### config.mk
export PLATFORM = sky130hd
export DESIGN_NAME = tone_msg_tx
export DESIGN_NICKNAME = d
export VERILOG_FILES = /design/src/rtl/tone_msg_pkg.sv /design/src/rtl/tone_msg_dp.sv /design/src/rtl/tone_msg_ctrl.sv /design/src/rtl/tone_msg_tx.sv
export SDC_FILE = /design/constraint.sdc
export NUM_CORES = 1
export LEC_CHECK = 0
export ABC_CLOCK_PERIOD_IN_PS = 2400
export BUFFER_PORTS_ARGS = -buffer_cell sky130_fd_sc_hd__buf_4
export CELL_PAD_IN_SITES_DETAIL_PLACEMENT = 0
export CELL_PAD_IN_SITES_GLOBAL_PLACEMENT = 2
export CORE_UTILIZATION = 30
export CTS_CLUSTER_SIZE = 40
export DETAILED_ROUTE_END_ITERATION = 10
export PLACE_DENSITY_LB_ADDON = 0.1
export SYNTH_ARGS = -nofsm -noshare
export SYNTH_HDL_FRONTEND = slang
export SYNTH_HIERARCHICAL = 1
export SYNTH_SLANG_ARGS = --single-unit
export TNS_END_PERCENT = 100
### constraint.sdc
create_clock -name clk -period 2.4 [get_ports clk]
set_clock_uncertainty 0.05 [all_clocks]
set_input_delay 0.48 -clock clk [delete_from_list [all_inputs] [get_ports clk]]
set_output_delay 0.48 -clock clk [all_outputs]
set_load 0.05 [all_outputs]
### src/rtl/tone_msg_pkg.sv
package tone_msg_pkg;

  localparam int MODE_W        = 3;
  localparam int SLOTS_PER_BIT = 3;
  localparam logic [MODE_W-1:0] MODE_SEND = 3'd4;
  localparam logic [MODE_W-1:0] MODE_TONE = 3'd1;

  typedef enum logic [1:0] {
    ST_IDLE,
    ST_SEND,
    ST_GUARD
  } txState_t;

  // strobes from control to datapath
  typedef struct packed {
    logic       loadByte;
    logic       shiftBit;
    logic       sending;
    logic       busy;
    logic [1:0] slot;
  } dpCtl_t;

endpackage

### src/rtl/tone_msg_dp.sv
module tone_msg_dp
  import tone_msg_pkg::*;
#(
  parameter int MSG_BYTES = 8,
  parameter int DATA_W    = 8,
  parameter int ADDR_W    = 4,
  localparam int LEN_W    = $clog2(MSG_BYTES)
) (
  input  logic              clk,
  input  logic              rstN,
  input  logic              wrEn,
  input  logic [ADDR_W-1:0] wrAddr,
  input  logic [DATA_W-1:0] wrData,
  input  dpCtl_t            ctl,
  input  logic [LEN_W-1:0]  byteSel,
  output logic              startReq,
  output logic [LEN_W-1:0]  lenQ,
  output logic              toneOut
);

  localparam int FRAME_W = DATA_W + 1;
  localparam logic [ADDR_W-1:0] LEN_ADDR  = ADDR_W'(MSG_BYTES);
  localparam logic [ADDR_W-1:0] MODE_ADDR = ADDR_W'(MSG_BYTES + 1);

  logic [DATA_W-1:0]  msgQ [MSG_BYTES];
  logic [MODE_W-1:0]  modeQ;
  logic [FRAME_W-1:0] shiftQ;
  logic               curBit;
  logic               burstOn;

  // message storage, one register per byte
  for (genvar g = 0; g < MSG_BYTES; g++) begin : gMsg
    always_ff @(posedge clk or negedge rstN) begin
      if (!rstN)
        msgQ[g] <= '0;
      else if (wrEn && !ctl.busy && wrAddr == ADDR_W'(g))
        msgQ[g] <= wrData;
    end
  end

  always_ff @(posedge clk or negedge rstN) begin
    if (!rstN)
      lenQ <= '0;
    else if (wrEn && !ctl.busy && wrAddr == LEN_ADDR)
      lenQ <= wrData[LEN_W-1:0];
  end

  always_ff @(posedge clk or negedge rstN) begin
    if (!rstN)
      modeQ <= '0;
    else if (wrEn && wrAddr == MODE_ADDR)
      modeQ <= wrData[MODE_W-1:0];
  end

  assign startReq = wrEn && !ctl.busy && wrAddr == MODE_ADDR &&
                    wrData[MODE_W-1:0] == MODE_SEND;

  // byte plus odd parity, shifted out MSB first
  always_ff @(posedge clk or negedge rstN) begin
    if (!rstN)
      shiftQ <= '0;
    else if (ctl.loadByte)
      shiftQ <= {msgQ[byteSel], ~^msgQ[byteSel]};
    else if (ctl.shiftBit)
      shiftQ <= {shiftQ[FRAME_W-2:0], 1'b0};
  end

  assign curBit = shiftQ[FRAME_W-1];

  // slot 0 always tone, slot 1 tone only for a zero, slot 2 silent
  always_comb begin
    unique case (ctl.slot)
      2'd0:    burstOn = 1'b1;
      2'd1:    burstOn = !curBit;
      default: burstOn = 1'b0;
    endcase
  end

  assign toneOut = ctl.sending ? burstOn : (!ctl.busy && modeQ == MODE_TONE);

endmodule

### src/rtl/tone_msg_ctrl.sv
module tone_msg_ctrl
  import tone_msg_pkg::*;
#(
  parameter int MSG_BYTES   = 8,
  parameter int DATA_W      = 8,
  parameter int GUARD_TICKS = 10,
  localparam int LEN_W      = $clog2(MSG_BYTES),
  localparam int FRAME_W    = DATA_W + 1,
  localparam int BIT_W      = $clog2(FRAME_W),
  localparam int GUARD_W    = $clog2(GUARD_TICKS + 1)
) (
  input  logic             clk,
  input  logic             rstN,
  input  logic             tickEn,
  input  logic             startReq,
  input  logic [LEN_W-1:0] lenQ,
  output dpCtl_t           ctl,
  output logic [LEN_W-1:0] byteSel,
  output logic             busy,
  output logic             done
);

  txState_t           stateQ;
  logic [1:0]         slotQ;
  logic [BIT_W-1:0]   bitQ;
  logic [LEN_W-1:0]   byteQ;
  logic [GUARD_W-1:0] guardQ;
  logic               bitEnd;
  logic               frameEnd;
  logic               msgEnd;

  assign bitEnd   = stateQ == ST_SEND && tickEn && slotQ == 2'(SLOTS_PER_BIT - 1);
  assign frameEnd = bitEnd && bitQ == BIT_W'(FRAME_W - 1);
  assign msgEnd   = frameEnd && byteQ == lenQ;

  always_comb begin
    ctl          = '0;
    ctl.busy     = stateQ != ST_IDLE;
    ctl.sending  = stateQ == ST_SEND;
    ctl.slot     = slotQ;
    ctl.loadByte = (stateQ == ST_IDLE && startReq) || (frameEnd && !msgEnd);
    ctl.shiftBit = bitEnd && !frameEnd;
    byteSel      = (stateQ == ST_IDLE) ? '0 : byteQ + 1'b1;
  end

  assign busy = ctl.busy;

  always_ff @(posedge clk or negedge rstN) begin
    if (!rstN) begin
      stateQ <= ST_IDLE;
      slotQ  <= '0;
      bitQ   <= '0;
      byteQ  <= '0;
      guardQ <= '0;
      done   <= 1'b0;
    end else begin
      done <= 1'b0;
      unique case (stateQ)
        ST_IDLE: begin
          if (startReq) begin
            stateQ <= ST_SEND;
            slotQ  <= '0;
            bitQ   <= '0;
            byteQ  <= '0;
          end
        end
        ST_SEND: begin
          if (tickEn) begin
            if (!bitEnd) begin
              slotQ <= slotQ + 1'b1;
            end else begin
              slotQ <= '0;
              if (!frameEnd) begin
                bitQ <= bitQ + 1'b1;
              end else begin
                bitQ <= '0;
                if (msgEnd) begin
                  stateQ <= ST_GUARD;
                  guardQ <= '0;
                end else begin
                  byteQ <= byteQ + 1'b1;
                end
              end
            end
          end
        end
        ST_GUARD: begin
          if (tickEn) begin
            if (guardQ == GUARD_W'(GUARD_TICKS - 1)) begin
              stateQ <= ST_IDLE;
              done   <= 1'b1;
            end else begin
              guardQ <= guardQ + 1'b1;
            end
          end
        end
        default: stateQ <= ST_IDLE;
      endcase
    end
  end

endmodule

### src/rtl/tone_msg_tx.sv
module tone_msg_tx
  import tone_msg_pkg::*;
#(
  parameter int MSG_BYTES   = 8,
  parameter int DATA_W      = 8,
  parameter int ADDR_W      = 4,
  parameter int GUARD_TICKS = 10
) (
  input  logic              clk,
  input  logic              rstN,
  input  logic              tickEn,
  input  logic              wrEn,
  input  logic [ADDR_W-1:0] wrAddr,
  input  logic [DATA_W-1:0] wrData,
  output logic              busy,
  output logic              done,
  output logic              toneOut
);

  localparam int LEN_W = $clog2(MSG_BYTES);

  dpCtl_t           ctl;
  logic [LEN_W-1:0] byteSel;
  logic [LEN_W-1:0] lenQ;
  logic             startReq;

  tone_msg_ctrl #(
    .MSG_BYTES  (MSG_BYTES),
    .DATA_W     (DATA_W),
    .GUARD_TICKS(GUARD_TICKS)
  ) ctrl_i (
    .clk     (clk),
    .rstN    (rstN),
    .tickEn  (tickEn),
    .startReq(startReq),
    .lenQ    (lenQ),
    .ctl     (ctl),
    .byteSel (byteSel),
    .busy    (busy),
    .done    (done)
  );

  tone_msg_dp #(
    .MSG_BYTES(MSG_BYTES),
    .DATA_W   (DATA_W),
    .ADDR_W   (ADDR_W)
  ) dp_i (
    .clk     (clk),
    .rstN    (rstN),
    .wrEn    (wrEn),
    .wrAddr  (wrAddr),
    .wrData  (wrData),
    .ctl     (ctl),
    .byteSel (byteSel),
    .startReq(startReq),
    .lenQ    (lenQ),
    .toneOut (toneOut)
  );

endmodule

==> results of run 1 <==
worst max-delay path: cells and delay by family, from the launching register on:
| family | cells | cell delay (ps) |
|---|---|---|
| fa+ha+maj | 1 | 190 |
| mux | 3 | 700 |
| simple gates | 1 | 150 |
| buf+inv | 1 | 180 |
| xor+xnor | 3 | 470 |
| compound gates | 1 | 260 |
| flops | 1 | 390 |
area by class of cell:
| class | instances | area share, % |
|---|---|---|
| clock inverter | 7 | 1.21 |
| inverter | 4 | 0.303 |
| sequential | 95 | 41.1 |
| multi-input combinational | 233 | 39.8 |
| clock buffer | 9 | 3.90 |
| timing repair buffer | 59 | 9.57 |
| tap | 188 | 4.07 |
layout by cell type, fill, tap and decap left out, types with 3 or more instances in the layout:
cell type | Yosys | final
a211oi_1 | 3 | 3
nand2_2 | 1 | 3
buf_12 | 1 | 6
xnor2_1 | 7 | 4
nor2b_1 | 8 | 8
ha_1 | 5 | 4
dfrtp_1 | 95 | 95
mux2_2 | 76 | 70
a21oi_1 | 8 | 7
mux2_4 | 0 | 6
mux4_2 | 10 | 15
nor2_1 | 12 | 9
o21ai_0 | 14 | 12
nand3_1 | 11 | 11
and3_1 | 4 | 4
clkbuf_16 | 0 | 9
nand2b_1 | 6 | 5
mux2i_1 | 11 | 10
nand4b_1 | 3 | 3
inv_8 | 0 | 4
buf_4 | 2 | 49
xnor2_4 | 0 | 3
nand2_1 | 23 | 21
inv_1 | 4 | 3
cells by family after synthesis:
group | count (synthesis) | synth area share (%)
compound gates | 32 | 4.09
simple gates | 82 | 9.47
flops | 95 | 51.1
buf+inv | 20 | 2.53
mux | 104 | 29.3
fa+ha+maj | 5 | 1.34
xor+xnor | 10 | 2.20
what timing repair did:
item                       CTS  global route
cloned                       1             0
setup endpoints to repair    3            26
pin swaps                    6             7
hold buffers                 0             0
gates resized for setup     17            15
buffers inserted             4             2
through the flow:
step / utilization [%] / area (µm²) / std cells / setup TNS [ps]
floorplan: - / 4700 / 348 / 0
detailed placement: 34.9 / 5290 / 572 / -185
global route: 38.2 / 5780 / 595 / -261
finish: 38.2 / 5780 / 595 / -108
global placement: 34.9 / 5290 / 572 / -144
CTS: 37.6 / 5690 / 593 / -103
state kept, by name, summed over array words and instances (netlist names):
name and count:
ctrl_i/bitQ 4, ctrl_i/byteQ 3, ctrl_i/done 1, ctrl_i/guardQ 4, ctrl_i/slotQ 2, ctrl_i/stateQ 2, dp_i/lenQ 3, dp_i/modeQ 3
dp_i/msgQ 64, dp_i/shiftQ 9
how the worst min path moves through the flow:
stage | start | endpoint | slack, ps | cells past startpoint
2_1_floorplan | rstN | ctrl_i/bitQ[0] | 130 | 0
3_3_place_gp | rstN | ctrl_i/guardQ[1] | 410 | 1
3_5_place_dp | rstN | ctrl_i/guardQ[1] | 410 | 1
4_1_cts | rstN | dp_i/shiftQ[8] | 30 | 1
5_1_grt | rstN | ctrl_i/guardQ[0] | 40 | 1
6_report | rstN | ctrl_i/guardQ[0] | 20 | 1
power by group:
group,total [mW],internal (mW),switching [mW]
combinational,2.08,1.23,0.848
clock,1.45,0.740,0.706
sequential,2.32,2.05,0.265
routing by layer:
layer  up-vias  GRT usage [%]  part of all wire, %
li1       1378              -                    -
met3        10           3.16                  2.4
met1      1467           21.3                   51
met2        24           22.4                   45
met5         -              0                    0
met4         0           5.10                  1.3
==> flow_summary_export.csv, run 1 <==
group,metric,value,unit
placed_design,dp_hpwl,7.27,mm
floorplanning,core,15100,µm²
worst_setup_path,r2r_end,"dp_i/shiftQ[0]",
route,wl,10.9,mm
clocking,clkSlewWorstSetupHoldPaths,70,ps
worst_setup_path,critPathKind,"reg -> reg",
route,wl_per_cell,18.3,µm
sta,slew_violations,0,
placed_design,gp_congestion,0.728,
worst_setup_path,crit_end,"dp_i/shiftQ[0]",
worst_setup_path,r2r_start,"ctrl_i/byteQ[0]",
worst_setup_path,crit_chain,"ha_2 > nand2b_4 > a21oi_4 > buf_12 > mux4_2 > mux2_4 > xnor2_4 > xnor2_2 > xnor2_1 > mux2i_1",
cells_and_area,final_layout_size_suffix_gt1_share,46.4,%
synthesis,synthTopCellsByCount,"95 x dfrtp_1, 76 x mux2_2, 23 x nand2_1",
sta,post-route-min-period,2510,ps
grt,antenna_found_initial,0,
power_and_ir_drop,peakVddDrop,414,µV
floorplanning,start_util,30.7,%
sta,tightestPinTransition,463,ps
clocking,cts_sinks,95,
min_path,hp-class,"in -> async",
status,violations,"setup timing",
grt,grt_pass1_wl,17.8,mm
route,postRouteAntennaNets,0,
clocking,ctsLongestPathBuffers,2,
run,cap_violations,0,
clocking,numCtsBuffers,9,
synthesis,synth_top_area_share,51.1,%
synthesis,ys_seq_area_share,51.1,%
synthesis,synthCells,348,
sta,slew_headroom,69.1,%
cells_and_area,fillers,1447,
synthesis,synth_ff_type,"dfrtp_1",
status,outcome,"finished, violations left",
floorplanning,die-area,16000,µm²
synthesis,syn_area,4650,µm²
grt,grt_pass1_vias,3023,
synthesis,yosysTopAreaCell,"dfrtp_1",
sta,finalCritPeriodShare,104,%
cells_and_area,area_growth_syn_to_layout,24.2,%
worst_setup_path,crit_path_end_kind,"flip-flop",
cells_and_area,ff_latch_area,2380,µm²
route,drt_first_pass_iters,4,
synthesis,synth_edf_count,0,
floorplanning,die_w,127,µm
synthesis,synth_most_common_cell,"dfrtp_1",
worst_setup_path,slowest_stage,"dfrtp_1",
cells_and_area,multi_input_area,2300,µm²
worst_setup_path,slowest_delay,390,ps
worst_setup_path,startpoint,"ctrl_i/byteQ[0]",
worst_setup_path,reg2reg_depth,10,
grt,grt_max_degree,36,
sta,fin_hold_ws,20.0,ps
grt,grt_overflow,0,
clocking,clk_latency,350,ps
placed_design,place_ws,-185,ps
synthesis,async_reset_ff_share,100,%
synthesis,syn_avg_cell_area,13.4,µm²
floorplanning,ios,19,
sta,final_hold_viol_count,0,
power_and_ir_drop,powerDensity,1010,nW/µm²
worst_setup_path,startpoint_type,"flip-flop",
worst_setup_path,crit_arrival,2690,ps
route,drt_iter0_drc,95,
route,drcViolationCount,0,
sta,fmax,399,MHz
floorplanning,rows,45,
route,vias,2879,
floorplanning,die_h,127,µm
power_and_ir_drop,finalPower,5.84,mW
worst_setup_path,path_max_fanout,8,
sta,rsz0062_at_grt,"true",
synthesis,yosysUniqueCellTypes,43,
clocking,cts_tree,"done",
power_and_ir_drop,cellLeakagePower,2.45,nW
synthesis,yosys_warnings,6,
placed_design,port-buffer-count,18,
route,vias_per_cell,4.84,
synthesis,yosys-top-cells-area,"dfrtp_1 51%, mux2_2 18%, mux4_2 4.8%, mux4_1 3.4%, mux2i_1 2.4%",
cells_and_area,insertedDiodeCount,0,
synthesis,synth_seq_cells,95,
clocking,htree_levels,3,
clocking,root_buffer,"clkbuf_16",
worst_setup_path,rrSetupSlack,-110,ps
cells_and_area,nets,423,
sta,setup_viol,1,
synthesis,syn_nets,369,
grt,grt_use_total,14.9,%
worst_setup_path,crit_required,2580,ps
sta,setup_slack,-108,ps
Note: power is estimated with default switching activity, not from simulation.
==> run 2: changes to the inputs <==
--- a/config.mk
+++ b/config.mk
@@ -5,6 +5,7 @@
 export SDC_FILE = /design/constraint.sdc
 export NUM_CORES = 1
 export LEC_CHECK = 0
+export ABC_AREA = 1
 export ABC_CLOCK_PERIOD_IN_PS = 2400
 export BUFFER_PORTS_ARGS = -buffer_cell sky130_fd_sc_hd__buf_4
 export CELL_PAD_IN_SITES_DETAIL_PLACEMENT = 0
==> flow_summary_export.csv, run 2 <==
group,metric,value,unit
status,outcome,"finished, final reports clean",
synthesis,yosys-top-cells-area,"dfrtp_1 47%, nand2_1 20%, o21ai_0 7.4%, inv_1 7.1%, nand3_1 4.9%",
cells_and_area,final_layout_size_suffix_gt1_share,12.9,%
worst_setup_path,crit_required,2590,ps
worst_setup_path,critPathKind,"reg -> reg",
clocking,ctsLongestPathBuffers,2,
route,drt_iter0_drc,218,
sta,setup_viol,0,
synthesis,ys_seq_area_share,47.2,%
sta,post-route-min-period,2200,ps
floorplanning,rows,47,
synthesis,synth_seq_cells,95,
synthesis,synth_edf_count,0,
route,drt_first_pass_iters,5,
sta,fmax,455,MHz
floorplanning,die_w,132,µm
cells_and_area,reg_top3,"dp_i/msgQ (64), dp_i/shiftQ (9)",
power_and_ir_drop,cellLeakagePower,3.07,nW
cells_and_area,area_growth_syn_to_layout,18.2,%
min_path,hp-class,"in -> async",
grt,grt_overflow,0,
clocking,cts_sinks,95,
sta,final_hold_viol_count,0,
synthesis,syn_nets,716,
power_and_ir_drop,powerDensity,882,nW/µm²
sta,tightestPinTransition,554,ps
clocking,clk_latency,350,ps
sta,slew_violations,0,
synthesis,synth_top_area_share,47.2,%
sta,slew_headroom,62.8,%
cells_and_area,fillers,1814,
sta,tns,0,ps
sta,rsz0062_at_grt,"false",
clocking,htree_levels,3,
synthesis,synth_most_common_cell,"nand2_1",
cells_and_area,largest_register_ffs,64,
sta,finalCritPeriodShare,91.6,%
clocking,clkSlewWorstSetupHoldPaths,70,ps
clocking,root_buffer,"clkbuf_16",
synthesis,yosys_warnings,6,
synthesis,yosysTopAreaCell,"dfrtp_1",
synthesis,syn_area,5040,µm²
clocking,cts_tree,"done",
route,postRouteAntennaNets,0,
synthesis,synthTopCellsByCount,"264 x nand2_1, 96 x inv_1, 95 x dfrtp_1",
run,cap_violations,0,
placed_design,gp_congestion,0.750,
grt,grt_pass1_wl,22.5,mm
grt,antenna_found_initial,0,
synthesis,synthCells,695,
route,vias,4317,
grt,grt_use_total,16.8,%
placed_design,port-buffer-count,18,
cells_and_area,final_cells,956,
cells_and_area,layout_commonest_cell,"nand2_1",
cells_and_area,nets,752,
cells_and_area,fin_util,36.2,%
floorplanning,die-area,17300,µm²
synthesis,syn_avg_cell_area,7.25,µm²
cells_and_area,mostFrequentLayoutCells,"264 x nand2_1, 93 x inv_1, 93 x dfrtp_1, 74 x o21ai_0, 48 x nand3_1",
power_and_ir_drop,peakVddDrop,413,µV
synthesis,yosysUniqueCellTypes,32,
synthesis,synth_ff_type,"dfrtp_1",
placed_design,dp_hpwl,9.40,mm
cells_and_area,largest_register,"dp_i/msgQ",
worst_setup_path,startpoint_type,"flip-flop",
floorplanning,die_h,132,µm
placed_design,dp_cells,936,
floorplanning,core,16500,µm²
grt,grt_max_degree,41,
grt,grt_pass1_vias,4290,
synthesis,async_reset_ff_share,100,%
route,vias_per_cell,4.52,
route,wl,13.9,mm
floorplanning,start_util,30.6,%
route,wl_per_cell,14.5,µm
clocking,hold_buffers,0,
worst_setup_path,path_max_fanout,17,
route,drcViolationCount,0,
worst_setup_path,crit_arrival,2390,ps
floorplanning,ios,19,
cells_and_area,insertedDiodeCount,0,
worst_setup_path,crit_path_end_kind,"flip-flop",
clocking,numCtsBuffers,9,
==> run 2: area by class of cell <==
type	count	area, µm²	area share, %
Clock inverter	4	47.5	0.798
Tap cell	220	275	4.62
Multi-Input combinational cell	475	2190	36.8
Inverter	100	379	6.36
Clock buffer	12	236	3.97
Sequential cell	95	2380	39.9
Timing Repair Buffer	50	452	7.58
==> run 2: logic make-up after synthesis <==
family	after synthesis	share of synthesized area, %
AO/OA/AOI/OAI	104	11.2
buffers and inverters	125	10.1
adder cells (fa/ha/maj)	5	1.24
XOR/XNOR	3	0.521
flip-flops	95	47.2
AND/OR/NAND/NOR	363	29.8
==> run 2: where the power goes <==
group	switching (mW)	internal [mW]	leakage [nW]	total (mW)
sequential	0.202	1.97	1.20	2.17
combinational	1.03	0.632	1.73	1.66
clock	0.621	0.806	0.137	1.43
==> run 2: final timing paths <==
kind                             startpoint          endpoint  slack, ps  cells after the start
max in group asynchronous              rstN     dp_i/msgQ[53]       1500                      2
hold reg to reg            ctrl_i/guardQ[3]  ctrl_i/guardQ[3]        420                      2
setup reg to reg           ctrl_i/stateQ[0]    dp_i/shiftQ[0]        200                     17
min in group clk                     tickEn       ctrl_i/done        360                      3
setup / recovery           ctrl_i/stateQ[0]    dp_i/shiftQ[0]        200                     17
hold / removal                         rstN  ctrl_i/guardQ[3]         50                      1
==> run 2: metrics by stage <==
stage / worst slack, ps / cell area, µm² / total power [mW] / hold slack (ps)
floorplan: 15.0 / 5060 / 3.36 / 134
global placement: 163 / 5590 / 3.79 / 407
detailed placement: 140 / 5590 / 3.81 / 409
CTS: 104 / 5870 / 5.26 / 64.9
global route: 8.05 / 5960 / 5.70 / 84.2
finish: 202 / 5960 / 5.26 / 47.3
==> run 2: critical path, cell delays in order (launching register included) <==
cell and delay (ps):
dfrtp_2 440, nor2_4 140, buf_4 170, nor2_4 60, buf_4 140, clkbuf_16 180
nand2_1 70, nand3_1 150, nand3_1 120, nand2_1 80, nand2_1 90, nand2_2 70
inv_2 50, nand2_1 40, nand2_1 50, nand2_1 50, nand3_1 70, nand2_1 50
==> run 2: layer usage <==
layer | up-vias | share of wire [%] | GRT usage [%]
li1 | 2232 | - | -
met1 | 2026 | 51 | 23.1
met2 | 47 | 45 | 27.0
met3 | 12 | 2.4 | 1.93
met4 | 0 | 1.7 | 6.20
met5 | - | 0 | 0
==> run 2: what timing repair did <==
| item | 4_1_cts | 5_1_grt |
|---|---|---|
| gates resized for setup | 0 | 11 |
| endpoints found under the setup margin | 0 | 1 |
| buffers inserted | 0 | 1 |
